<file path="src/rtl/sctl_pkg.sv">
package sctl_pkg;
    localparam int DATA_W   = 16;
    localparam int DIV_W    = 2;
    localparam int DIV_LSB  = 4;
    localparam int REQ0_BIT = 0;
    localparam int REQ1_BIT = 1;
    localparam int PAD0_LSB = 2;
    localparam int PAD0_W   = 2;
    localparam int PAD1_LSB = DIV_LSB + DIV_W;
    localparam int PAD1_W   = DATA_W - PAD1_LSB;

    typedef struct packed {
        logic [DIV_W-1:0] div;
        logic             req1;
        logic             req0;
    } ctl_t;

    function automatic logic [DATA_W-1:0] pack_read(input ctl_t c);
        logic [DATA_W-1:0] r;
        r = '0;
        r[PAD1_LSB +: PAD1_W]  = '1;
        r[PAD0_LSB +: PAD0_W]  = '0;
        r[DIV_LSB +: DIV_W]    = c.div;
        r[REQ1_BIT]            = c.req1;
        r[REQ0_BIT]            = c.req0;
        return r;
    endfunction
endpackage

</file>
<file path="src/rtl/sctl_regs.sv">
module sctl_regs
    import sctl_pkg::*;
#(
    parameter int              ADDR_W     = 8,
    parameter logic [ADDR_W-1:0] REG_OFFSET = 8'h12
) (
    input  logic              clk,
    input  logic              rst_n,
    input  logic [ADDR_W-1:0] addr,
    input  logic              wr,
    input  logic              rd,
    input  logic [DATA_W-1:0] wdata,
    output ctl_t              ctl_o,
    output logic              div_chg_o,
    output logic [DATA_W-1:0] rdata
);
    ctl_t ctl_d, ctl_q;
    logic hit;
    logic wr_hit;
    logic unused_wbits;

    assign unused_wbits = ^{wdata[PAD1_LSB +: PAD1_W], wdata[PAD0_LSB +: PAD0_W]};

    always_comb begin
        hit       = (addr == REG_OFFSET);
        wr_hit    = wr && hit;
        ctl_d     = ctl_q;
        div_chg_o = 1'b0;
        if (wr_hit) begin
            ctl_d.div  = wdata[DIV_LSB +: DIV_W];
            ctl_d.req1 = wdata[REQ1_BIT];
            ctl_d.req0 = wdata[REQ0_BIT];
            div_chg_o  = (wdata[DIV_LSB +: DIV_W] != ctl_q.div);
        end
        rdata = (rd && hit) ? pack_read(ctl_q) : '0;
    end

    always_ff @(posedge clk or negedge rst_n) begin
        if (!rst_n) ctl_q <= '0;
        else        ctl_q <= ctl_d;
    end

    assign ctl_o = ctl_q;

    p_store_r2: assert property (@(posedge clk) disable iff (!rst_n)
        wr_hit |=> (ctl_q.div == $past(wdata[DIV_LSB +: DIV_W]))
                && (ctl_q.req0 == $past(wdata[REQ0_BIT]))
                && (ctl_q.req1 == $past(wdata[REQ1_BIT])));

    p_ignore_r9: assert property (@(posedge clk) disable iff (!rst_n)
        !wr_hit |=> $stable(ctl_q));
endmodule

</file>
<file path="src/rtl/sctl_clkdiv.sv">
module sctl_clkdiv
    import sctl_pkg::*;
#(
    parameter int DW = DIV_W
) (
    input  logic          clk,
    input  logic          rst_n,
    input  logic          ce,
    input  logic          restart,
    input  logic [DW-1:0] div,
    output logic          sclk_o
);
    localparam int CNT_W = (2 ** DW) - 1;

    typedef struct packed {
        logic [CNT_W-1:0] cnt;
        logic             sclk;
    } div_st_t;

    div_st_t st_d, st_q;
    logic [CNT_W:0]   half;
    logic [CNT_W-1:0] half_m1;

    always_comb begin
        half    = (CNT_W+1)'(1) << div;
        half_m1 = CNT_W'(half - 1'b1);
        st_d    = st_q;
        if (restart) begin
            st_d.cnt = '0;
        end else if (ce) begin
            if (st_q.cnt >= half_m1) begin
                st_d.cnt  = '0;
                st_d.sclk = ~st_q.sclk;
            end else begin
                st_d.cnt = st_q.cnt + 1'b1;
            end
        end
    end

    always_ff @(posedge clk or negedge rst_n) begin
        if (!rst_n) st_q <= '0;
        else        st_q <= st_d;
    end

    assign sclk_o = st_q.sclk;

    p_cnt_bound_r3: assert property (@(posedge clk) disable iff (!rst_n)
        st_q.cnt <= half_m1);

    p_freeze_r7: assert property (@(posedge clk) disable iff (!rst_n)
        (!ce && !restart) |=> ($stable(st_q.sclk) && $stable(st_q.cnt)));

    p_restart_r8: assert property (@(posedge clk) disable iff (!rst_n)
        restart |=> (st_q.cnt == '0) && $stable(st_q.sclk));
endmodule

</file>
<file path="src/rtl/sctl_sel.sv">
module sctl_sel (
    input  logic req0,
    input  logic req1,
    output logic sel0,
    output logic sel1
);
    always_comb begin
        sel0 = req0;
        sel1 = req1 && !req0;
    end
endmodule

</file>
<file path="src/rtl/serial_ctl_reg.sv">
module serial_ctl_reg
    import sctl_pkg::*;
#(
    parameter int                ADDR_W     = 8,
    parameter logic [ADDR_W-1:0] REG_OFFSET = 8'h12
) (
    input  logic              clk,
    input  logic              rst_n,
    input  logic              clk_en,
    input  logic [ADDR_W-1:0] bus_addr,
    input  logic              bus_wr,
    input  logic              bus_rd,
    input  logic [15:0]       bus_wdata,
    output logic [15:0]       bus_rdata,
    output logic              ser_clk_o,
    output logic              sel0_o,
    output logic              sel1_o
);
    ctl_t ctl;
    logic div_chg;

    sctl_regs #(.ADDR_W(ADDR_W), .REG_OFFSET(REG_OFFSET)) u_regs (
        .clk       (clk),
        .rst_n     (rst_n),
        .addr      (bus_addr),
        .wr        (bus_wr),
        .rd        (bus_rd),
        .wdata     (bus_wdata),
        .ctl_o     (ctl),
        .div_chg_o (div_chg),
        .rdata     (bus_rdata)
    );

    sctl_clkdiv #(.DW(DIV_W)) u_div (
        .clk     (clk),
        .rst_n   (rst_n),
        .ce      (clk_en),
        .restart (div_chg),
        .div     (ctl.div),
        .sclk_o  (ser_clk_o)
    );

    sctl_sel u_sel (
        .req0 (ctl.req0),
        .req1 (ctl.req1),
        .sel0 (sel0_o),
        .sel1 (sel1_o)
    );

    p_excl_r5: assert property (@(posedge clk) disable iff (!rst_n)
        !(sel0_o && sel1_o));

    p_pad_r6: assert property (@(posedge clk) disable iff (!rst_n)
        (bus_rdata != '0) |-> ((&bus_rdata[15:6]) && (bus_rdata[3:2] == 2'b00)));
endmodule

</file>
<file path="config.mk">
export PLATFORM = sky130hd
export DESIGN_NAME = serial_ctl_reg
export DESIGN_NICKNAME = d
export VERILOG_FILES = /design/src/rtl/sctl_pkg.sv /design/src/rtl/sctl_regs.sv /design/src/rtl/sctl_clkdiv.sv /design/src/rtl/sctl_sel.sv /design/src/rtl/serial_ctl_reg.sv
export SDC_FILE = /design/constraint.sdc
export NUM_CORES = 1
export LEC_CHECK = 0
export BUFFER_PORTS_ARGS = -buffer_cell sky130_fd_sc_hd__buf_2
export CAP_MARGIN = 20
export CELL_PAD_IN_SITES_DETAIL_PLACEMENT = 0
export CELL_PAD_IN_SITES_GLOBAL_PLACEMENT = 1
export CORE_MARGIN = 2
export CORE_UTILIZATION = 28
export CTS_CLUSTER_SIZE = 25
export DETAILED_ROUTE_END_ITERATION = 6
export GPL_TIMING_DRIVEN = 0
export MAX_ROUTING_LAYER = met4
export PLACE_DENSITY_LB_ADDON = 0.1
export SYNTH_ARGS = -nofsm -noshare
export SYNTH_HDL_FRONTEND = slang
export SYNTH_SLANG_ARGS = --single-unit
</file>
<file path="constraint.sdc">
create_clock -name clk -period 2.95 [get_ports clk]
set_input_delay 0.59 -clock clk [delete_from_list [all_inputs] [get_ports clk]]
set_output_delay 0.59 -clock clk [all_outputs]
set_load 0.02 [all_outputs]
</file>
; ---- After elaboration in Yosys (flattened, before gate mapping)
; Index checks and enable logic that the tools add are counted.
[classes]
n_reduce_logical = 6
mul = 0
shift = 1
div = 0
n_eq_ne = 2
order_cmp = 1
n_bitwise = 2
addsub = 2
muxes = 6
[op_table]
columns = cell, n
row1 = 16-bit two-way mux, 1
row2 = "8-bit by 5-bit == test with 1-bit output, second input constant", 1
row3 = 3-bit two-way mux, 2
row4 = 4-bit two-way mux, 1
row5 = "3-bit by 1-bit adder with 3-bit output, second input constant", 1
row6 = 3-bit greater-or-equal comparator, 1
row7 = 1-bit logical AND, 3
row8 = 3-bit AND reduction, 1
row9 = "1-bit by 2-bit left shift with 3-bit output, first input constant", 1
row10 = "3-bit by 1-bit subtractor with 3-bit output, second input constant", 1
row11 = 1-bit two-way mux, 2
row12 = 2-bit inequality test, 1
row13 = 1-bit NOT, 2
row14 = 2-bit nonzero test, 1
row15 = 1-bit zero test, 1
[word_totals]
rom_bits = 0
latch_bits = 0
wordCells = 25
in_bits = 29
regBits = 8
mem_count = 0
ram_bits = 0
out_inout_bits = 19

; ---- Longest topological paths before layout
; Gate-level depths: netlist of the first run.
[logic_depth]
ltp_word = 6
ltp_mapped = 6
ltp_nobuf = 6

; ---- By module
; A second synthesis of the first run with hierarchy kept.
[hier_totals]
cells_unflattened = 73
area_unflattened_um2 = 699.4
[by_module_without_submodules]
columns = module, instances, seq_area_each_um2, area_per_inst_um2, cells_each
row1 = sctl_regs, 1, 100.1, 359.1, 36
row2 = sctl_clkdiv, 1, 100.1, 319.1, 35
row3 = sctl_sel, 1, 0.0, 21.3, 2

; ---- Least setup slack after synthesis of the first run
; No wires, ideal clock.
[synth_timing]
path_type = input to output
start = input bus_addr[0]
end = output bus_rdata[0]
path_stages = 4
n_path_buf = 0
required_ns = 2.360
arrival_ns = 1.676
setup_slack_ns = 0.684
path_cell_list = nor4b_4 -> nand3_1 -> inv_1 -> and2_1
[synth_via]
elab_chain_len = 3
[synth_rtl]
columns = element, line_no
row1 = start: declaration, serial_ctl_reg.sv:10  ; input logic [ADDR_W-1:0] bus_addr,
row2 = 8-bit by 5-bit == test with 1-bit output, sctl_regs.sv:25  ; hit = (addr == REG_OFFSET);
row3 = 1-bit logical AND, sctl_regs.sv:35  ; rdata = (rd && hit) ? pack_read(ctl_q) : '0;
row4 = 16-bit two-way mux, sctl_regs.sv:35
row5 = end: declaration, serial_ctl_reg.sv:14  ; output logic [15:0] bus_rdata,
; No other way between the ends.

; ---- Worst setup path in the final report of the first run
[layout_timing]
start = input bus_addr[0]
end = output bus_rdata[4]
; The elaborated chain is that of the path after synthesis.

==> qor.txt, run 1 <==
GRT overflow - 0
clk buf depth - 2
reg2reg end - u_div.st_q[3]$_DFFE_PN0P_
DRT Wirelength - 1.24 mm
Slowest cell on crit path - nor4b_4
Syn. warnings - 0
post-route setup slack - 0.552 ns
register-to-register setup slack - 1.10 ns
max incr delay on CP - 0.34 ns
MaxCap Viol Count - 0
Worst Setup SP - bus_addr[0]
Mapped Cells - 63
final hold vios - 0
DP Wirelength - 1.08 mm
clock sink total - 8
H-tree lvl count - 1
Layout Nets - 135
placed cell count - 125
first-pass GRT wire length - 1.97 mm
# IOs - 48
Worst-path clk slew - 0.05 ns
Post-CTS Resized - 0
Worst setup endpoint - bus_rdata[4]
status - finished, final reports clean
Iteration-0 DRC Markers - 5
port bufs - 33
power per cell area - 326 nW/µm²
crit path launch type - input pin
Worst VDD drop - 0.251 mV
Yosys reg bits - 8
initial antenna violation count - 0
Finished Layout Cells - 128
share of cells above drive strength 1 - 55.0%
DRC violations left - 0
Die H - 51.3 µm
crit share post-route - 81.3%
# diodes - 0
CP arrival - 1.81 ns
Critical Path, Cell by Cell - buf_2 -> nor4b_4 -> nand3_1 -> inv_1 -> and2_1 -> buf_2
Hold Path Class - in -> async
Distinct cells, synth - 24
sequential area share after synthesis - 31.9%
worst reg2reg startpoint - u_regs.ctl_o[2]$_DFFE_PN0P_
Worst Reg-to-Reg Cells - 5
largest net degree at the start of global routing - 13
setup TNS - 0 ns
GRT Total Usage - 10.5%
# rows - 17
clk_lat worst skew - 0.24 ns
Final Critical Period - 2.40 ns
Die Footprint - 2630 µm²
CTS tree - built
initial core utilization - 28.9%
final core utilization - 39.3%
most used cell, CP - buf_2
Slew Limit Fails - 0
post-CTS setup buffers - 0
Wirelength per Cell - 9.69 µm
total CTS buffers - 3
Layout area overhead - 36.1%
Mean Syn Cell Area - 9.95 µm²
Root Buffer - clkbuf_4
post-route ant nets - 0
Die Width - 51.3 µm
final setup vio count - 0
Crit path required time - 2.36 ns
TritonRoute pass-1 iters - 2
core footprint - 2170 µm²
fmax - 417 MHz
Worst Path Max Fanout - 12
RSZ-0062 raised after global routing - false
cell area after synthesis - 627 µm²
CP endpoint kind - output pin
via/cell ratio - 3.94
pre-CTS setup slack - 0.501 ns
Leakage - 0.495 nW
GP Congestion - 0.688
final hold slack - 0.179 ns
hold-fix buffers at CTS - 0
CP Class - in -> out
via count - 504
vias in the first global route - 484
skew final - 0.00255 ns
## layout by cell type (no fill, tap or decap), types with 3 or more instances in the layout
master    synthesis  final
nor2_1            5      5
mux2_2            3      3
buf_2             0     33
dfrtp_1           8      8
clkbuf_4          0      3
buf_4            11     11
nand3_1           3      3
a21oi_1           4      4
inv_1             4      4
ha_1              4      4
## kinds of logic after synthesis
| logic type | Yosys count | share of synthesized area [%] |
|---|---|---|
| adders and majority gates | 4 | 7.98 |
| DFF | 8 | 31.9 |
| xor gates and xnor gates | 3 | 4.19 |
| AOI/OAI and AO/OA | 8 | 8.58 |
| muxes | 4 | 7.19 |
| buffers and inverters | 15 | 15.6 |
| other | 1 | 0.598 |
| and+or+nand+nor | 20 | 24.0 |
## per-layer routing
metal | part of all wire (%) | vias up | global-route usage [%]
li1 | - | 277 | -
met1 | 45 | 205 | 13.2
met2 | 46 | 20 | 16.2
met3 | 7.7 | 2 | 2.05
met4 | 1.0 | 0 | 5.26
met5 | 0 | - | -
## power breakdown
part / internal (W) / total [W] / switching, W
clock: 0.0000462 / 0.0000787 / 0.0000325
combinational: 0.0000326 / 0.0000707 / 0.0000381
sequential: 0.000121 / 0.000129 / 0.00000782
## state kept, by name, summed over array words and instances (netlist names)
| register | count |
|---|---|
| u_div.sclk_o | 1 |
| u_regs.ctl_o | 4 |
| u_div.st_q | 3 |
## cell type report
type	count	area [µm²]
multi-input cells	41	333
plain buffers	11	82.6
repair buffers	33	165
inverters	4	15.0
clock buffers	3	22.5
fillers	233	1320
well taps	28	35.0
flip-flops and latches	8	200
## cell usage after synthesis
cell type  number  area share, %
nand3_4         1            2.8
a21oi_1         4            3.2
o211ai_2        1            2.0
a2111oi_0       1            1.4
dfrtp_1         8             32
mux2_1          1            1.8
ha_1            4            8.0
and2_1          2            2.0
buf_4          11             13
nor2b_1         1            1.0
and3_1          1            1.0
xor2_1          2            2.8
or2_2           1            1.0
xnor2_1         1            1.4
conb_1          1           0.60
nor2_1          5            3.0
mux2_2          3            5.4
nand2_1         2            1.2
nand3_1         3            2.4
nor4b_4         2            7.6
o21a_1          1            1.2
nand2b_1        2            2.0
inv_1           4            2.4
o21ai_0         1           0.80
## through the flow
stage                     total power, W  area (µm²)
after floorplan                 0.000172         631
after global placement          0.000201         831
after detailed placement        0.000202         831
after CTS                       0.000286         853
after global routing            0.000300         853
final                           0.000278         853
## critical path, delay by kind of cell
kind,cells,cell delay (ns)
AND/OR/NAND/NOR,3,0.69
buffers and inverters,3,0.53
## worst min-delay path by stage
stage / from / to / slack, ns / depth (start not counted)
4_1_cts: rst_n / u_regs.ctl_o[0]$_DFFE_PN0P_ / 0.17 / 1
3_5_place_dp: rst_n / u_regs.ctl_o[0]$_DFFE_PN0P_ / 0.44 / 1
6_report: rst_n / u_regs.ctl_o[0]$_DFFE_PN0P_ / 0.18 / 1
5_1_grt: rst_n / u_div.st_q[2]$_DFFE_PN0P_ / 0.18 / 1
3_3_place_gp: rst_n / u_regs.ctl_o[0]$_DFFE_PN0P_ / 0.44 / 1
2_1_floorplan: rst_n / u_div.sclk_o$_DFFE_PN0P_ / 0.29 / 0
No activity file was read; power rests on OpenSTA's default activity.
==> inputs of run 2 (changes only) <==
CORE_UTILIZATION = 26   (was 28)
clock period = 2.32 ns   (was 2.95 ns; I/O delays follow)
==> run 2 against run 1 <==
Net effect:
- count of clock-buffer cells in the layout stayed put
- final area did not move
- combinational power is 26% higher
- worst hold slack lost 0.13 ns
- critical path type unchanged
- largest cell class unchanged
==> qor.txt, run 2 (synthesis gave the netlist of run 1 again) <==
max FFs per register - 4
M1 GR Usage - 11.4%
Hold Path Class - in -> async
CTS tree - built
Slowest cell on crit path - nor4b_4
setup TNS - 0 ns
DRC violations left - 0
DRT Wirelength - 1.16 mm
Worst-path clk slew - 0.06 ns
port bufs - 33
Fillers - 257
Die H - 53.1 µm
routing usage on met2 - 17.7%
Final Critical Period - 2.14 ns
Largest delay share family, worst path - simple AND/OR/NAND/NOR gates
Leakage - 0.495 nW
skew final - 0.00660 ns
Die Footprint - 2820 µm²
RSZ-0062 raised after global routing - false
pre-CTS setup slack - 0.152 ns
final hold slack - 0.0461 ns
most used cell, CP - buf_2
fmax - 467 MHz
CP Class - in -> out
commonest non-fill, non-tap cell in the layout - buf_2
GRT Total Usage - 10.5%
share of cells above drive strength 1 - 55.0%
max incr delay on CP - 0.34 ns
post-CTS setup buffers - 0
crit path launch type - input pin
hold-fix buffers at CTS - 0
final hold vios - 0
Root Buffer - clkbuf_4
Crit path required time - 1.86 ns
H-tree lvl count - 1
# IOs - 48
commonest non-fill, non-tap cells in the layout - 33 x buf_2, 11 x buf_4, 8 x dfrtp_1
DP Wirelength - 1.01 mm
Post-CTS Resized - 0
via count - 523
via/cell ratio - 4.09
Iteration-0 DRC Markers - 4
TritonRoute pass-1 iters - 4
Worst Path Max Fanout - 12
Worst VDD drop - 0.277 mV
Wirelength per Cell - 9.09 µm
CP endpoint kind - output pin
clk_lat worst skew - 0.25 ns
# rows - 17
vias in the first global route - 530
GRT overflow - 0
post-route ant nets - 0
final setup vio count - 0
total CTS buffers - 3
Layout Nets - 135
Critical Path, Cell by Cell - buf_2 -> nor4b_4 -> nand3_1 -> inv_1 -> and2_1 -> buf_2
# diodes - 0
crit share post-route - 92.2%
core footprint - 2250 µm²
GRT busiest layer - met2
Slew Limit Fails - 0
Layout area overhead - 36.1%
MaxCap Viol Count - 0
post-route setup slack - 0.180 ns
GP Congestion - 0.725
Die Width - 53.1 µm
clk buf depth - 2
met3 Use GR - 1.98%
first-pass GRT wire length - 2.10 mm
initial antenna violation count - 0
power per cell area - 418 nW/µm²
initial core utilization - 27.8%
status - finished, final reports clean
CP arrival - 1.68 ns
largest net degree at the start of global routing - 13
CP Buf/Inv Count - 3
clock sink total - 8
## run 2: cell type report
type	instances	area [µm²]	share of cell area, %
sequential	8	200	23.5
buffer	11	82.6	9.68
clock buffer	3	22.5	2.64
timing repair buffer	33	165	19.4
inverter	4	15.0	1.76
multi-input combinational	41	333	39.0
tap	28	35.0	4.11
## run 2: power by group
group | internal [W] | total, W | switching, W
Sequential | 0.000154 | 0.000164 | 0.0000104
Clock | 0.0000590 | 0.000103 | 0.0000443
Combinational | 0.0000415 | 0.0000893 | 0.0000478
Total | 0.000254 | 0.000357 | 0.000103
## run 2: final timing paths
| kind | slack (ns) | to | start | depth (start not counted) |
|---|---|---|---|---|
| max in group asynchronous | 2.10 | u_regs.ctl_o[1]$_DFFE_PN0P_ | rst_n | 1 |
| hold / removal | 0.05 | u_div.st_q[2]$_DFFE_PN0P_ | rst_n | 1 |
| setup reg to reg | 0.44 | u_div.st_q[3]$_DFFE_PN0P_ | u_regs.ctl_o[2]$_DFFE_PN0P_ | 5 |
| min in group clk | 0.43 | u_regs.ctl_o[1]$_DFFE_PN0P_ | bus_wdata[1] | 2 |
| hold reg to reg | 0.47 | u_div.sclk_o$_DFFE_PN0P_ | u_div.sclk_o$_DFFE_PN0P_ | 1 |
| setup / recovery | 0.18 | bus_rdata[4] | bus_addr[5] | 6 |
## run 2: per-layer routing
layer / routed length, µm / part of all wire, %
met5: 0 / 0
met4: 10 / 0.86
met3: 97 / 8.3
met2: 523 / 45
met1: 531 / 46
## run 2: through the flow
step / std cells / util, % / total power [W] / cell area, µm²
floorplan: 64 / - / 0.000219 / 631
global placement: 125 / 36.8 / 0.000255 / 831
detailed placement: 125 / 36.8 / 0.000257 / 831
CTS: 128 / 37.8 / 0.000365 / 853
global route: 128 / 37.8 / 0.000385 / 853
finish: 128 / 37.8 / 0.000357 / 853
==> inputs of run 3 (changes only) <==
ABC_AREA = 1   (was not set)
CORE_UTILIZATION = 25   (was 26)
==> run 3 against run 2 <==
Net effect:
- critical path type unchanged
- die area up 5.8%
- count of clock-buffer cells in the layout did not move
- critical endpoint is now bus_rdata[9]
- clock skew fell by 0.0064 ns
- global-route usage increased by 1.5 points
- non-clock buffer count is the same
==> qor.txt, run 3 <==
CP endpoint kind - output pin
share of cells above drive strength 1 - 39.4%
Crit path required time - 1.86 ns
Post-synth ARST share - 100%
Largest delay share family, worst path - buffers and inverters
hold-fix buffers at CTS - 0
post-CTS setup buffers - 0
crit path launch type - input pin
GP Congestion - 0.673
Mapped Cells - 90
initial antenna violation count - 0
DRT Wirelength - 1.43 mm
via count - 636
TritonRoute pass-1 iters - 4
# rows - 18
crit share post-route - 90.5%
skew final - 0.000215 ns
commonest non-fill, non-tap cells in the layout - 33 x buf_2, 24 x nand2_1, 14 x inv_1
GRT overflow - 0
RSZ-0062 raised after global routing - false
status - finished, final reports clean
largest net degree at the start of global routing - 11
CP Buf/Inv Count - 4
max incr delay on CP - 0.25 ns
Worst Path Max Fanout - 10
Hold Path Class - in -> async
MaxCap Viol Count - 0
commonest non-fill, non-tap cell in the layout - buf_2
Mean Syn Cell Area - 7.12 µm²
clock sink total - 8
CTS tree - built
CP arrival - 1.64 ns
Iteration-0 DRC Markers - 8
CP Class - in -> out
Worst-path clk slew - 0.06 ns
Slew Limit Fails - 0
port bufs - 33
# diodes - 0
EDFF count, synth - 0
Worst VDD drop - 0.285 mV
pre-CTS setup slack - 0.181 ns
vias in the first global route - 572
Die Width - 54.6 µm
fmax - 476 MHz
Yosys top cell area share - 31.3%
first-pass GRT wire length - 2.46 mm
post-route setup slack - 0.220 ns
H-tree lvl count - 1
Commonest cells post-synth - 24 x nand2_1, 14 x inv_1, 11 x buf_4
number of stages on the worst setup path - 8
clk_lat worst skew - 0.25 ns
post-route ant nets - 0
Top FF cell, synth - dfrtp_1
clk buf depth - 2
Leakage - 0.561 nW
final hold vios - 0
Root Buffer - clkbuf_4
cell area after synthesis - 641 µm²
initial core utilization - 26.1%
Critical Path, Cell by Cell - buf_2 -> nor2_1 -> nand2_1 -> nor2_4 -> nand2_1 -> inv_1 -> buf_4 -> buf_2
Slowest cell on crit path - inv_1
setup TNS - 0 ns
Die H - 54.6 µm
Yosys reg bits - 8
Wirelength per Cell - 9.08 µm
GRT Total Usage - 12.0%
core footprint - 2450 µm²
Syn. warnings - 0
DP Wirelength - 1.20 mm
post-synth top area cell - dfrtp_1
# IOs - 48
Layout area overhead - 35.7%
power per cell area - 381 nW/µm²
max FFs per register - 4
Final Critical Period - 2.10 ns
Die Footprint - 2980 µm²
sequential area share after synthesis - 31.3%
total CTS buffers - 3
Layout Nets - 162
DRC violations left - 0
Worst Reg-to-Reg Cells - 8
Distinct cells, synth - 15
Post-CTS Resized - 0
count leader, synth - nand2_1
final setup vio count - 0
via/cell ratio - 4.05
top post-synthesis cells by area - dfrtp_1 31%, nand2_1 14%, buf_4 13%
-- run 3: cell count changes in the layout (fill, tap and decap cells not counted), moves of 2 or more --
cell / change
nand2_1: +22
inv_1: +10
nand3_1: +5
nand4_1: +4
nor2_1: +4
a21oi_1: -3
mux2_2: -3
and2_1: -2
nand2b_1: -2
nor4b_4: -2
o21ai_1: +2
-- run 3: metrics by stage --
stage | total power [W] | utilization, % | cells | area, µm² | hold WS (ns)
final | 0.000332 | 35.4 | 157 | 870 | 0.0474
after global routing | 0.000356 | 35.4 | 157 | 870 | 0.0457
after CTS | 0.000342 | 35.4 | 157 | 870 | 0.0425
after detailed placement | 0.000226 | 34.5 | 154 | 847 | 0.327
after global placement | 0.000224 | 34.5 | 154 | 847 | 0.323
after floorplan | 0.000195 | - | 91 | 644 | 0.168
-- run 3: cells by family (layout without fill, tap and decap cells) --
logic type / count (synthesis) / in the layout / share of synthesized area [%]
simple gates: 48 / 48 / 35.5
buf+inv: 25 / 61 / 21.1
flops: 8 / 8 / 31.2
fa+ha+maj: 4 / 4 / 7.81
compound gates: 3 / 3 / 2.34
other cells: 1 / 2 / 0.585
xor+xnor: 1 / 1 / 1.37
-- run 3: worst paths after layout --
path	start	endpoint	slack (ns)
setup / recovery	bus_addr[7]	bus_rdata[9]	0.22
hold / removal	rst_n	u_div.st_q[1]$_DFFE_PN0P_	0.05
setup reg to reg	u_regs.ctl_o[3]$_DFFE_PN0P_	u_div.st_q[2]$_DFFE_PN0P_	0.86
hold reg to reg	u_regs.ctl_o[1]$_DFFE_PN0P_	u_regs.ctl_o[1]$_DFFE_PN0P_	0.48
max in group asynchronous	rst_n	u_regs.ctl_o[2]$_DFFE_PN0P_	2.10
min in group clk	bus_wdata[0]	u_regs.ctl_o[0]$_DFFE_PN0P_	0.45
-- run 3: area by class of cell --
| cell class | count | area (µm²) |
|---|---|---|
| sequential | 8 | 200 |
| tap | 30 | 37.5 |
| multi-input combinational | 58 | 309 |
| clock buffer | 3 | 22.5 |
| timing repair buffer | 33 | 165 |
| inverter | 14 | 52.6 |
| buffer | 11 | 82.6 |
| fill | 270 | 1590 |
-- run 3: routing by layer --
metal | vias to the layer above | wire length (µm) | part of all wire [%] | GRT usage [%]
li1 | 345 | - | - | -
met1 | 264 | 661 | 46 | 16.0
met2 | 25 | 639 | 45 | 16.9
met3 | 2 | 110 | 7.7 | 1.64
met4 | 0 | 14 | 0.98 | 7.50
met5 | - | 0 | 0 | -
-- run 3: power breakdown --
part | internal (W) | switching (W) | total [W]
clock network | 0.0000594 | 0.0000503 | 0.000110
logic | 0.0000284 | 0.0000403 | 0.0000686
registers | 0.000147 | 0.00000595 | 0.000153
total | 0.000235 | 0.0000966 | 0.000332
